==> src/rtl/snoop_ctl_pkg.sv <==
package snoop_ctl_pkg;

  typedef enum logic [1:0] {
    RG_CTRL = 2'd0,
    RG_CFG  = 2'd1,
    RG_PWR  = 2'd2,
    RG_NONE = 2'd3
  } region_e;

  localparam logic [7:0] OFF_CTRL = 8'h00;
  localparam logic [7:0] OFF_CFG  = 8'h04;
  localparam logic [7:0] OFF_PWR  = 8'h08;

endpackage

==> src/rtl/snoop_ctl_decode.sv <==
module snoop_ctl_decode
  import snoop_ctl_pkg::*;
#(
  parameter int ADDR_W = 8,
  parameter int LANE_W = 2
) (
  input  logic [ADDR_W-1:0] off_i,
  output region_e           region_o,
  output logic [LANE_W-1:0] lane_o
);
  localparam logic [ADDR_W-1:0] CTRL_A = ADDR_W'(OFF_CTRL);
  localparam logic [ADDR_W-1:0] CFG_A  = ADDR_W'(OFF_CFG);
  localparam logic [ADDR_W-1:0] PWR_A  = ADDR_W'(OFF_PWR);

  always_comb begin
    lane_o = off_i[LANE_W-1:0];
    if (off_i == CTRL_A)
      region_o = RG_CTRL;
    else if (off_i == CFG_A)
      region_o = RG_CFG;
    else if (off_i[ADDR_W-1:LANE_W] == PWR_A[ADDR_W-1:LANE_W])
      region_o = RG_PWR;
    else
      region_o = RG_NONE;
  end
endmodule

==> src/rtl/snoop_ctl_size.sv <==
module snoop_ctl_size #(
  parameter int BYTES = 4
) (
  input  logic [2:0]       size_i,
  output logic             legal_o,
  output logic [BYTES-1:0] be_o
);
  always_comb begin
    legal_o = 1'b1;
    unique case (size_i)
      3'd1:    be_o = BYTES'(1);
      3'd2:    be_o = BYTES'(3);
      3'd4:    be_o = BYTES'(15);
      default: begin
        be_o    = '0;
        legal_o = 1'b0;
      end
    endcase
  end
endmodule

==> src/rtl/snoop_ctl_pwr.sv <==
module snoop_ctl_pwr #(
  parameter int BYTES  = 4,
  parameter int LANE_W = 2
) (
  input  logic               clk,
  input  logic               rst_n,
  input  logic               wr_en_i,
  input  logic [LANE_W-1:0]  lane_i,
  input  logic [BYTES-1:0]   be_i,
  input  logic [8*BYTES-1:0] wdata_i,
  output logic [8*BYTES-1:0] word_o
);
  logic [BYTES-1:0]   be_sh;
  logic [8*BYTES-1:0] data_sh;

  assign be_sh   = be_i << lane_i;
  assign data_sh = wdata_i << {lane_i, 3'b000};

  for (genvar b = 0; b < BYTES; b++) begin : g_byte
    always_ff @(posedge clk or negedge rst_n) begin
      if (!rst_n)
        word_o[8*b +: 8] <= 8'h00;
      else if (wr_en_i && be_sh[b])
        word_o[8*b +: 8] <= data_sh[8*b +: 8];
    end
  end


  pwr_idle_hold_chk: assert property (@(posedge clk) disable iff (!rst_n)
    !wr_en_i |=> $stable(word_o));
endmodule

==> src/rtl/snoop_ctl_regs.sv <==
module snoop_ctl_regs
  import snoop_ctl_pkg::*;
#(
  parameter int N_CORES = 4,
  parameter int ADDR_W  = 8,
  parameter int DATA_W  = 32
) (
  input  logic              clk,
  input  logic              rst_n,
  input  logic              req_valid_i,
  input  logic              req_write_i,
  input  logic [ADDR_W-1:0] req_off_i,
  input  logic [2:0]        req_size_i,
  input  logic [DATA_W-1:0] req_wdata_i,
  output logic              rsp_valid_o,
  output logic [DATA_W-1:0] rsp_rdata_o,
  output logic              size_err_o
);
  localparam int BYTES  = DATA_W / 8;
  localparam int LANE_W = $clog2(BYTES);
  localparam logic [DATA_W-1:0] CFG_WORD =
    DATA_W'((((1 << N_CORES) - 1) << 4) | (N_CORES - 1));

  if (N_CORES < 1 || N_CORES > 4) begin : g_bad_cores
    $error("N_CORES must lie in 1..4");
  end

  region_e           region;
  logic [LANE_W-1:0] lane;
  logic              size_ok;
  logic [BYTES-1:0]  be;
  logic              ctrl_q;
  logic [DATA_W-1:0] pwr_word;
  logic [DATA_W-1:0] rd_mux;
  logic              wr_ok;

  snoop_ctl_decode #(.ADDR_W(ADDR_W), .LANE_W(LANE_W)) u_dec (
    .off_i(req_off_i), .region_o(region), .lane_o(lane));

  snoop_ctl_size #(.BYTES(BYTES)) u_size (
    .size_i(req_size_i), .legal_o(size_ok), .be_o(be));

  assign wr_ok = req_valid_i && req_write_i && size_ok;

  snoop_ctl_pwr #(.BYTES(BYTES), .LANE_W(LANE_W)) u_pwr (
    .clk(clk), .rst_n(rst_n),
    .wr_en_i(wr_ok && region == RG_PWR),
    .lane_i(lane), .be_i(be), .wdata_i(req_wdata_i),
    .word_o(pwr_word));

  always_ff @(posedge clk or negedge rst_n) begin
    if (!rst_n)
      ctrl_q <= 1'b0;
    else if (wr_ok && region == RG_CTRL)
      ctrl_q <= req_wdata_i[0];
  end

  always_comb begin
    unique case (region)
      RG_CTRL: rd_mux = DATA_W'(ctrl_q);
      RG_CFG:  rd_mux = CFG_WORD;
      RG_PWR:  rd_mux = pwr_word >> {lane, 3'b000};
      default: rd_mux = '0;
    endcase
  end

  always_ff @(posedge clk or negedge rst_n) begin
    if (!rst_n) begin
      rsp_valid_o <= 1'b0;
      rsp_rdata_o <= '0;
      size_err_o  <= 1'b0;
    end else begin
      rsp_valid_o <= req_valid_i && !req_write_i;
      rsp_rdata_o <= (req_valid_i && !req_write_i) ? rd_mux : '0;
      size_err_o  <= req_valid_i && req_write_i && !size_ok;
    end
  end


  bad_size_err_chk: assert property (@(posedge clk) disable iff (!rst_n)
    (req_valid_i && req_write_i && !size_ok) |=> size_err_o);

  bad_size_hold_chk: assert property (@(posedge clk) disable iff (!rst_n)
    (req_valid_i && req_write_i && !size_ok) |=> ($stable(pwr_word) && $stable(ctrl_q)));

  rsp_only_read_chk: assert property (@(posedge clk) disable iff (!rst_n)
    rsp_valid_o |-> $past(req_valid_i && !req_write_i));

  ctrl_read_width_chk: assert property (@(posedge clk) disable iff (!rst_n)
    (req_valid_i && !req_write_i && region == RG_CTRL) |=> (rsp_rdata_o[DATA_W-1:1] == '0));

  raz_read_chk: assert property (@(posedge clk) disable iff (!rst_n)
    (req_valid_i && !req_write_i && region == RG_NONE) |=> (rsp_rdata_o == '0));

  raz_write_chk: assert property (@(posedge clk) disable iff (!rst_n)
    (req_valid_i && req_write_i && region == RG_NONE) |=> ($stable(pwr_word) && $stable(ctrl_q)));
endmodule

==> config.mk <==
export PLATFORM = sky130hd
export DESIGN_NAME = snoop_ctl_regs
export DESIGN_NICKNAME = d
export VERILOG_FILES = /design/src/rtl/snoop_ctl_pkg.sv /design/src/rtl/snoop_ctl_decode.sv /design/src/rtl/snoop_ctl_size.sv /design/src/rtl/snoop_ctl_pwr.sv /design/src/rtl/snoop_ctl_regs.sv
export SDC_FILE = /design/constraint.sdc
export NUM_CORES = 1
export LEC_CHECK = 0
export BUFFER_PORTS_ARGS = -buffer_cell sky130_fd_sc_hd__buf_4
export CAP_MARGIN = 20
export CORE_MARGIN = 1.5
export CORE_UTILIZATION = 40
export DETAILED_ROUTE_END_ITERATION = 8
export PLACE_DENSITY_LB_ADDON = 0.2
export SLEW_MARGIN = 20
export SYNTH_ARGS = -nofsm -noshare
export SYNTH_HDL_FRONTEND = slang
export SYNTH_SLANG_ARGS = --single-unit
==> constraint.sdc <==
create_clock -name clk -period 1.2 [get_ports clk]
set_clock_uncertainty 0.05 [all_clocks]
set_input_delay 0.24 -clock clk [delete_from_list [all_inputs] [get_ports clk]]
set_output_delay 0.24 -clock clk [all_outputs]
set_load 0.02 [all_outputs]
### Word-level counts from Yosys, hierarchy flattened

Index checks and enable logic that the tools add are counted.

| cells by class | value |
|---|---|
| equal/unequal tests | 7 |
| reduce and logical (&&, ||, !) cells | 15 |
| multiplexer cells | 7 |
| shifts and indexed selects | 3 |

Operators by type and width:

| operator | number |
|---|---|
| one-hot mux 32 bit (3 select lines) | 1 |
| 2-to-1 mux 32 bit | 1 |
| left shift 32 x 5 -> 32 bit | 1 |
| >> shifter 32 x 5 -> 32 bit | 1 |
| one-hot mux 4 bit (3 select lines) | 1 |
| logical AND 1 bit | 10 |
| == test 8 x 3 -> 1 bit (second input constant) | 1 |
| zero test 8 bit | 1 |
| == test 6 x 2 -> 1 bit (second input constant) | 1 |
| 2-to-1 mux 2 bit | 2 |
| left shift 4 x 2 -> 4 bit | 1 |
| == test 3 x 1 -> 1 bit (second input constant) | 1 |
| == test 3 x 2 -> 1 bit (second input constant) | 1 |
| == test 3 bit (second input constant) | 1 |
| OR reduction 3 bit | 1 |
| == test 2 x 1 -> 1 bit (second input constant) | 1 |
| == test 2 bit (second input constant) | 1 |
| zero test 1 bit | 2 |
| zero test 2 bit | 1 |
| 2-to-1 mux 1 bit | 2 |

| storage, ports and cells | value |
|---|---|
| logic and storage cells | 40 |
| input bits | 47 |
| flip-flop bits (word level) | 67 |
| output and inout bits | 34 |

### Depth between registers and ports, before layout

Gate-level depths: netlist of the first run.

| depth | value |
|---|---|
| depth in word-level cells | 7 |
| mapped depth | 7 |
| gate-level depth less buffers | 4 |

### By module

Synthesis of the first run repeated with hierarchy kept, for this count alone.

| second synthesis, totals | value |
|---|---|
| cells, all modules | 304 |
| area total of the unflattened synthesis | 3,440.8 um2 |

By module, submodules not included:

| module | cells each | area each (um2) | sequential area each (um2) | times used |
|---|---|---|---|---|
| snoop_ctl_pwr | 148 | 1,711.6 | 800.8 | 1 |
| snoop_ctl_regs | 142 | 1,614.0 | 875.8 | 1 |
| snoop_ctl_decode | 7 | 58.8 | 0.0 | 1 |
| snoop_ctl_size | 7 | 56.3 | 0.0 | 1 |

### Worst setup path after synthesis of the first run

OpenSTA, ideal clock, no wires.

| path | value |
|---|---|
| path kind | in2reg |
| from | input req_size_i[1] |
| to | register u_pwr.word_o[16] |
| required time | 1.025 ns |
| path slack | -0.812 ns |
| buffers on the path | 1 |
| data arrival time | 1.838 ns |
| setup time | 0.125 ns |
| cell stages on the path | 5 |
| cells stage by stage | buf_2 -> or3b_2 -> a2bb2oi_1 -> a211oi_4 -> mux2_2 |

| on the way | value |
|---|---|
| longest elaborated chain between the ends | 6 |
| elaborated cells between the ends (all ways) | 10 |
| those cells by class | eq/ne: 3; shift: 1; mux: 2; reduce/logical: 4 |

RTL lines:

| item | line | text |
|---|---|---|
| start, declared | snoop_ctl_regs.sv:13 | `input logic [2:0] req_size_i,` |
| parallel branches: the longest is 5 deep, another holds one-hot mux 4 bit (3 select lines) | -- |  |
| logical AND 1 bit * | snoop_ctl_pwr.sv:23 | `else if (wr_en_i && be_sh[b])` |
| end signal, assigned by index | snoop_ctl_pwr.sv:24 | `word_o[8*b +: 8] <= data_sh[8*b +: 8];` |
| end, declared | snoop_ctl_pwr.sv:11 | `output logic [8*BYTES-1:0] word_o` |

Mark *: on every way between the ends.
A chain may end at the register's enable or synchronous reset.

### Final worst setup path of the first run

| path | value |
|---|---|
| from | input req_size_i[0] |
| to | register u_pwr.word_o[25] |

Same word-level chain as after synthesis.

==> results of run 1 <==
## power groups by stage
stage	Sequential (mW)	Combinational [mW]	Clock, mW
after floorplan	2.33	0.309	0
after global placement	2.33	0.593	0
after detailed placement	2.33	0.601	0
after CTS	2.29	0.647	1.57
after global routing	2.29	0.741	1.67
final	2.29	0.682	1.53
## worst paths after layout
kind / start / end / slack (ps) / depth (start not counted)
worst max-delay path: req_size_i[0] / u_pwr.word_o[25]$_DFFE_PN0P_ / -330 / 6
worst min-delay path: req_wdata_i[7] / u_pwr.word_o[7]$_DFFE_PN0P_ / 110 / 2
worst max register to register: u_pwr.word_o[25]$_DFFE_PN0P_ / rsp_rdata_o[1]$_DFF_PN0_ / 80 / 4
worst min register to register: u_pwr.word_o[0]$_DFFE_PN0P_ / u_pwr.word_o[0]$_DFFE_PN0P_ / 450 / 1
max in group asynchronous: rst_n / u_pwr.word_o[8]$_DFFE_PN0P_ / 430 / 3
min in group asynchronous: rst_n / rsp_rdata_o[29]$_DFF_PN0_ / 390 / 3
## critical path: stages
cell and delay [ps]:
buf_8 100, or3b_4 440, buf_6 140, a211oi_4 300, buf_6 190, mux2_4 290
## synthesized netlist by cell type
cell type,n,area share [%]
or4b_1,1,0.30
nor3b_1,1,0.22
a21oi_1,21,3.1
mux2i_1,34,10
and2_1,9,1.7
clkbuf_1,8,0.89
nand2b_1,2,0.37
mux2_1,1,0.33
mux2_2,40,13
a21boi_0,1,0.22
a2bb2oi_1,1,0.26
a21o_1,1,0.22
dfrtp_1,67,50
buf_1,4,0.44
o2111ai_1,1,0.26
nand3b_1,2,0.44
or2_2,1,0.18
a211oi_4,2,1.2
a211oi_1,13,2.9
buf_2,7,1.0
a2111oi_4,1,0.81
nor4_4,1,0.63
nand4_1,1,0.18
nor3_1,2,0.30
nand2_4,1,0.33
inv_1,1,0.11
xor2_1,2,0.52
o21ai_0,9,1.3
o21a_1,1,0.22
nor2b_1,14,2.6
o211ai_1,1,0.22
a211o_1,3,0.78
nand2_1,11,1.2
or3b_2,1,0.26
nor2_1,31,3.4
nand3_1,1,0.15
## per-stage QoR
stage               instance area (sq um)  std cells
CTS                                  4810        525
global route                         4950        525
floorplan                            3560        298
global placement                     4480        509
detailed placement                   4480        509
finish                               4950        525
## cells by family after synthesis
group                  share of synthesized area [%]
XOR/XNOR                                       0.518
flip-flops                                      49.5
AND/OR/NAND/NOR                                 12.3
AO/OA/AOI/OAI                                   11.5
multiplexers                                    23.7
buffers and inverters                           2.48
## timing repair
item	in CTS	in global routing
buffers inserted	5	1
gates resized for setup	39	29
pin swaps	9	9
hold endpoints to repair	67	0
endpoints found under the setup margin	42	49
hold buffers	1	0
## final cells by class
class | instances | area [sq um]
Tap cell | 105 | 131
Fill cell | 688 | 3270
Clock inverter | 1 | 5.00
Clock buffer | 10 | 138
Inverter | 1 | 3.75
Multi-Input combinational cell | 211 | 1880
Timing Repair Buffer | 130 | 1120
Sequential cell | 67 | 1680
## registers in the layout, indices dropped and copies added, names as in the netlist
name / cells
rsp_rdata_o: 32
rsp_valid_o: 1
size_err_o: 1
ctrl_q: 1
u_pwr.word_o: 32
## metal layers
metal / up-vias / global-route usage [%] / part of all wire [%]
met5: - / 0 / 0
met4: 0 / 10.6 / 2.4
met3: 15 / 3.06 / 4.0
met2: 70 / 32.6 / 49
met1: 1318 / 27.0 / 44
li1: 1290 / - / -
==> impl_results.md, run 1 <==
* Switch Pwr at 1.13 mW
* Detailed-route wire length at 8530 microns
* Commonest non-fill, non-tap cells in the layout: buf_4 (105), dfrtp_1 (67), mux2i_1 (32), nor2_1 (28), mux2_4 (24)
* PwrDens at 910 nW/um^2
* Arr. time, crit path at 1700 ps
* Worst-path clk slew at 70 ps
* Starting Density at 41.2%
* #FFs+latches synth at 67
* P_int at 3.37 mW
* Die H at 95.0 microns
* Via density at 5.13
* Synth warn at 0
* Final setup TNS at -9450 ps
* CTS tree: built
* Hpwl dp at 6000 microns
* I/O pins at 81
* Worst-path fanout max at 4
* Final worst-path cycle share at 127%
* CTS H-tree lvls at 3
* Required time worst endpoint at 1380 ps
* Root Driver: clkbuf_8
* Core area at 8220 sq um
* Status: finished with violations
* Layout cells sized above 1 at 49.8%
* Reg power frac at 50.8%
* DR WL/cell at 16.2 microns
* Vias in the first global route at 2738
* # rows at 33
* Syn Inst Count at 298
* Commonest non-fill, non-tap cell in the layout: buf_4
* GPL Wtd Cong at 0.798
* Final setup violation count at 33
* Final hold violation count at 0
* Syn nets at 345
* Comb power frac at 15.1%
* Register area share after synthesis at 49.5%
* Switching share of power at 25.1%
* DRT iter0 DRCs at 80
* Worst hold slack at 108 ps
* Port Buffers at 80
* Post-route antenna net violation count at 0
* Failing checks: negative setup slack
* Worst Setup Start Kind: primary input
* Fin. max-slew vios at 0
* First-pass GRT wire length at 13800 microns
* Worst-Margin Slew at 351 ps
* Clock share of power at 34.0%
* Hold Crit Class: primary input to register
* Slew HR at 76.6%
* # diodes at 0
* Clock Latency Late Sink at 340 ps
* Syn_area_per_cell at 11.4 sq um
* Initial antenna violation count at 0
* Vias at 2693
* RSZ-0062 raised after global routing: true
* Die Width at 95.0 microns
* Finished Core Util at 60.2%
* Max clock buf depth at 2
* CP Capture Type: register
* DRC at 0
* CTS buffer count at 9
* Clock tree sinks at 67
* Die area at 9020 sq um
* Cell variety after synth at 36
* Gr usage total at 20.5%
* Post-layout power at 4.50 mW
* Leakage at 2.38 nW
* Synth-to-Final Area Change at 46.2%
* Drt first pass iters at 5
* Nets at 467
* Pre-CTS worst setup slack at -739 ps
* Netlist Area Pre-Place at 3380 sq um
* Fmax at 654 MHz
* Fin worst setup slack at -328 ps
* VDD IR max at 0.491 mV
* WS Path Type: primary input to register
* Total grt overflow at 0
* Crit path time final at 1530 ps
* Largest net degree at the start of global routing at 68
* Max_cap viols at 0
Note: power is estimated with default switching activity, not from simulation.
==> inputs of run 2 (changes only) <==
--- a/config.mk
+++ b/config.mk
@@ -5,11 +5,11 @@
 export SDC_FILE = /design/constraint.sdc
 export NUM_CORES = 1
 export LEC_CHECK = 0
-export BUFFER_PORTS_ARGS = -buffer_cell sky130_fd_sc_hd__buf_4
 export CAP_MARGIN = 20
 export CORE_MARGIN = 1.5
 export CORE_UTILIZATION = 40
 export DETAILED_ROUTE_END_ITERATION = 8
+export DONT_BUFFER_PORTS = 1
 export PLACE_DENSITY_LB_ADDON = 0.2
 export SLEW_MARGIN = 20
 export SYNTH_ARGS = -nofsm -noshare
==> impl_results.md, run 2 (synthesis results as in run 1) <==
* Met2 GRT Util at 31.5% (was 32.6%)
* Synth-to-Final Area Change at 21.8% (was 46.2%)
* Worst-path clk slew at 70 ps (about the same)
* Leakage at 1.87 nW (was 2.38 nW)
* Starting Density at 41.2% (unchanged)
* Reg power frac at 54.3% (was 50.8%)
* Slew HR at 72.4% (was 76.6%)
* RSZ-0062 raised after global routing: true (unchanged)
* I/O pins at 81 (unchanged)
* Crit-path max cell delay at 330 ps (was 440 ps)
* Detailed-route wire length at 8260 microns (was 8530 microns)
* CTS tree: built (unchanged)
* CP Cell Sequence: nor4_4 -> nand2_4 -> buf_6 -> buf_4 -> a211oi_4 -> buf_12 -> mux2_4 (was buf_8 -> or3b_4 -> buf_6 -> a211oi_4 -> buf_6 -> mux2_4)
* Total grt overflow at 0 (unchanged)
* CP max-delay cell: nor4_4 (was or3b_4)
* Nets at 373 (was 467)
* # diodes at 0 (unchanged)
* Post-route design area at 4120 sq um (was 4950 sq um)
* Final hold violation count at 67 (was 0)
* WS Path Type: primary input to register (unchanged)
* Inst Count DP at 408 (was 509)
* Finished Core Util at 50.2% (was 60.2%)
* DRC at 0 (unchanged)
* Drt first pass iters at 4 (was 5)
* Met3 Use GR at 5.56% (was 3.06%)
* P_int at 3.25 mW (was 3.37 mW)
* Clock share of power at 38.2% (was 34.0%)
* Commonest non-fill, non-tap cells in the layout: dfrtp_1 (67), mux2i_1 (34), nor2_1 (30), mux2_4 (25), a21oi_1 (21) (was buf_4 (105), dfrtp_1 (67), mux2i_1 (32), nor2_1 (28), mux2_4 (24))
* Comb power frac at 7.5% (was 15.1%)
* Fin. max-slew vios at 0 (unchanged)
* CP Capture Type: register (unchanged)
* Layout cells sized above 1 at 30.0% (was 49.8%)
* Port Buffers at 0 (was 80)
* VDD IR max at 0.413 mV (was 0.491 mV)
* Root Driver: clkbuf_8 (unchanged)
* Initial antenna violation count at 0 (unchanged)
* Max clock buf depth at 2 (unchanged)
* Worst hold slack at -463 ps (was 108 ps)
* Via density at 5.46 (was 5.13)
* GPL Wtd Cong at 0.784 (was 0.798)
* Vias in the first global route at 2354 (was 2738)
* Filler cells at 756 (was 688)
* PwrDens at 1020 nW/um^2 (was 910 nW/um^2)
* Required time worst endpoint at 1370 ps (was 1380 ps)
* Post-route antenna net violation count at 0 (unchanged)
* Area post-placement at 3710 sq um (was 4480 sq um)
* Area of the multi-input gates at 1810 sq um (was 1880 sq um)
* Busiest layer in global routing: met2 (unchanged)
* Max_cap viols at 0 (unchanged)
* Die area at 9020 sq um (unchanged)
* CTS H-tree lvls at 3 (unchanged)
* Die H at 95.0 microns (unchanged)
* Clock Latency Late Sink at 340 ps (about the same)
* DRT iter0 DRCs at 88 (was 80)
* Post-layout power at 4.22 mW (was 4.50 mW)
* Largest net degree at the start of global routing at 68 (unchanged)
* CTS Hold Bufs at 9 (was 1)
* First-pass GRT wire length at 13100 microns (was 13800 microns)
* Fin worst setup slack at -241 ps (was -328 ps)
* # rows at 33 (unchanged)
* Worst Setup Start Kind: primary input (unchanged)
* Vias at 2373 (was 2693)
* GR met1 Demand/Resource at 26.1% (was 27.0%)
* Largest regs: rsp_rdata_o x32, u_pwr.word_o x32 (unchanged)
* Worst-path fanout max at 8 (was 4)
* Final setup violation count at 32 (was 33)
* Hold Crit Class: primary input to asynchronous set/reset pin (was primary input to register)
* Switch Pwr at 0.972 mW (was 1.13 mW)
* Worst-Margin Slew at 411 ps (was 351 ps)
* Status: finished with violations (unchanged)
* Fmax at 694 MHz (was 654 MHz)
* DR WL/cell at 19.0 microns (was 16.2 microns)
* Post-route insts no fill at 435 (was 525)
* Final worst-path cycle share at 120% (was 127%)
* Switching share of power at 23.0% (was 25.1%)
* Hpwl dp at 5390 microns (was 6000 microns)
* Gr usage total at 19.9% (was 20.5%)
* CTS buffer count at 9 (unchanged)
* Commonest non-fill, non-tap cell in the layout: dfrtp_1 (was buf_4)
* Die Width at 95.0 microns (unchanged)
* Core area at 8220 sq um (unchanged)
* Clock tree sinks at 67 (unchanged)
* Register area at 1680 sq um (unchanged)
* Failing checks: negative hold slack, negative setup slack (was negative setup slack)
* Arr. time, crit path at 1610 ps (was 1700 ps)
* Crit path time final at 1440 ps (was 1530 ps)
run 2: layout make-up:
cell class / instances / share of cell area (%)
Clock inverter: 3 / 0.364
Sequential cell: 67 / 40.7
Tap cell: 105 / 3.19
Inverter: 1 / 0.0910
Clock buffer: 12 / 3.52
Multi-Input combinational cell: 211 / 44.0
Timing Repair Buffer: 36 / 8.16
run 2: stage by stage:
step	TNS [ps]	setup slack, ps
floorplan	-22940	-714
finish	-6660	-241
global route	-7890	-271
detailed placement	-22780	-604
global placement	-22580	-631
CTS	-5860	-226
run 2: power by group through the flow:
stage                     clock [mW]  combinational (mW)  sequential (mW)
after floorplan                    0               0.309             2.33
after global placement             0               0.263             2.33
after detailed placement           0               0.266             2.33
after CTS                       1.65               0.302             2.29
after global routing            1.77               0.346             2.29
final                           1.61               0.318             2.29
run 2: critical path, delay by kind of cell:
| family | cells | cell delay (ps) |
|---|---|---|
| multiplexers | 1 | 300 |
| AND/OR/NAND/NOR | 2 | 420 |
| AO/OA/AOI/OAI | 1 | 190 |
| buffers and inverters | 3 | 450 |
run 2: repair_timing:
action                     in CTS  in global routing
pin swaps                       2                  5
gates resized for setup        17                 15
hold endpoints to repair       78                 67
buffers inserted                0                  3
setup endpoints to repair      32                 36
run 2: metal layers:
layer / vias to the layer above / routed length [microns]
met5: - / 0
met4: 0 / 99
met3: 7 / 417
met2: 71 / 4040
met1: 1188 / 3700
li1: 1107 / -
run 2: worst paths after layout:
check,from,to,slack (ps),cells past startpoint
worst max-delay path,req_off_i[6],u_pwr.word_o[25]$_DFFE_PN0P_,-240,7
worst min-delay path,rst_n,rsp_rdata_o[29]$_DFF_PN0_,-460,0
worst max register to register,u_pwr.word_o[30]$_DFFE_PN0P_,rsp_rdata_o[6]$_DFF_PN0_,60,4
worst min register to register,u_pwr.word_o[0]$_DFFE_PN0P_,u_pwr.word_o[0]$_DFFE_PN0P_,450,1
max in group asynchronous,rst_n,rsp_rdata_o[16]$_DFF_PN0_,1450,0
min in group clk,req_valid_i,size_err_o$_DFF_PN0_,20,2
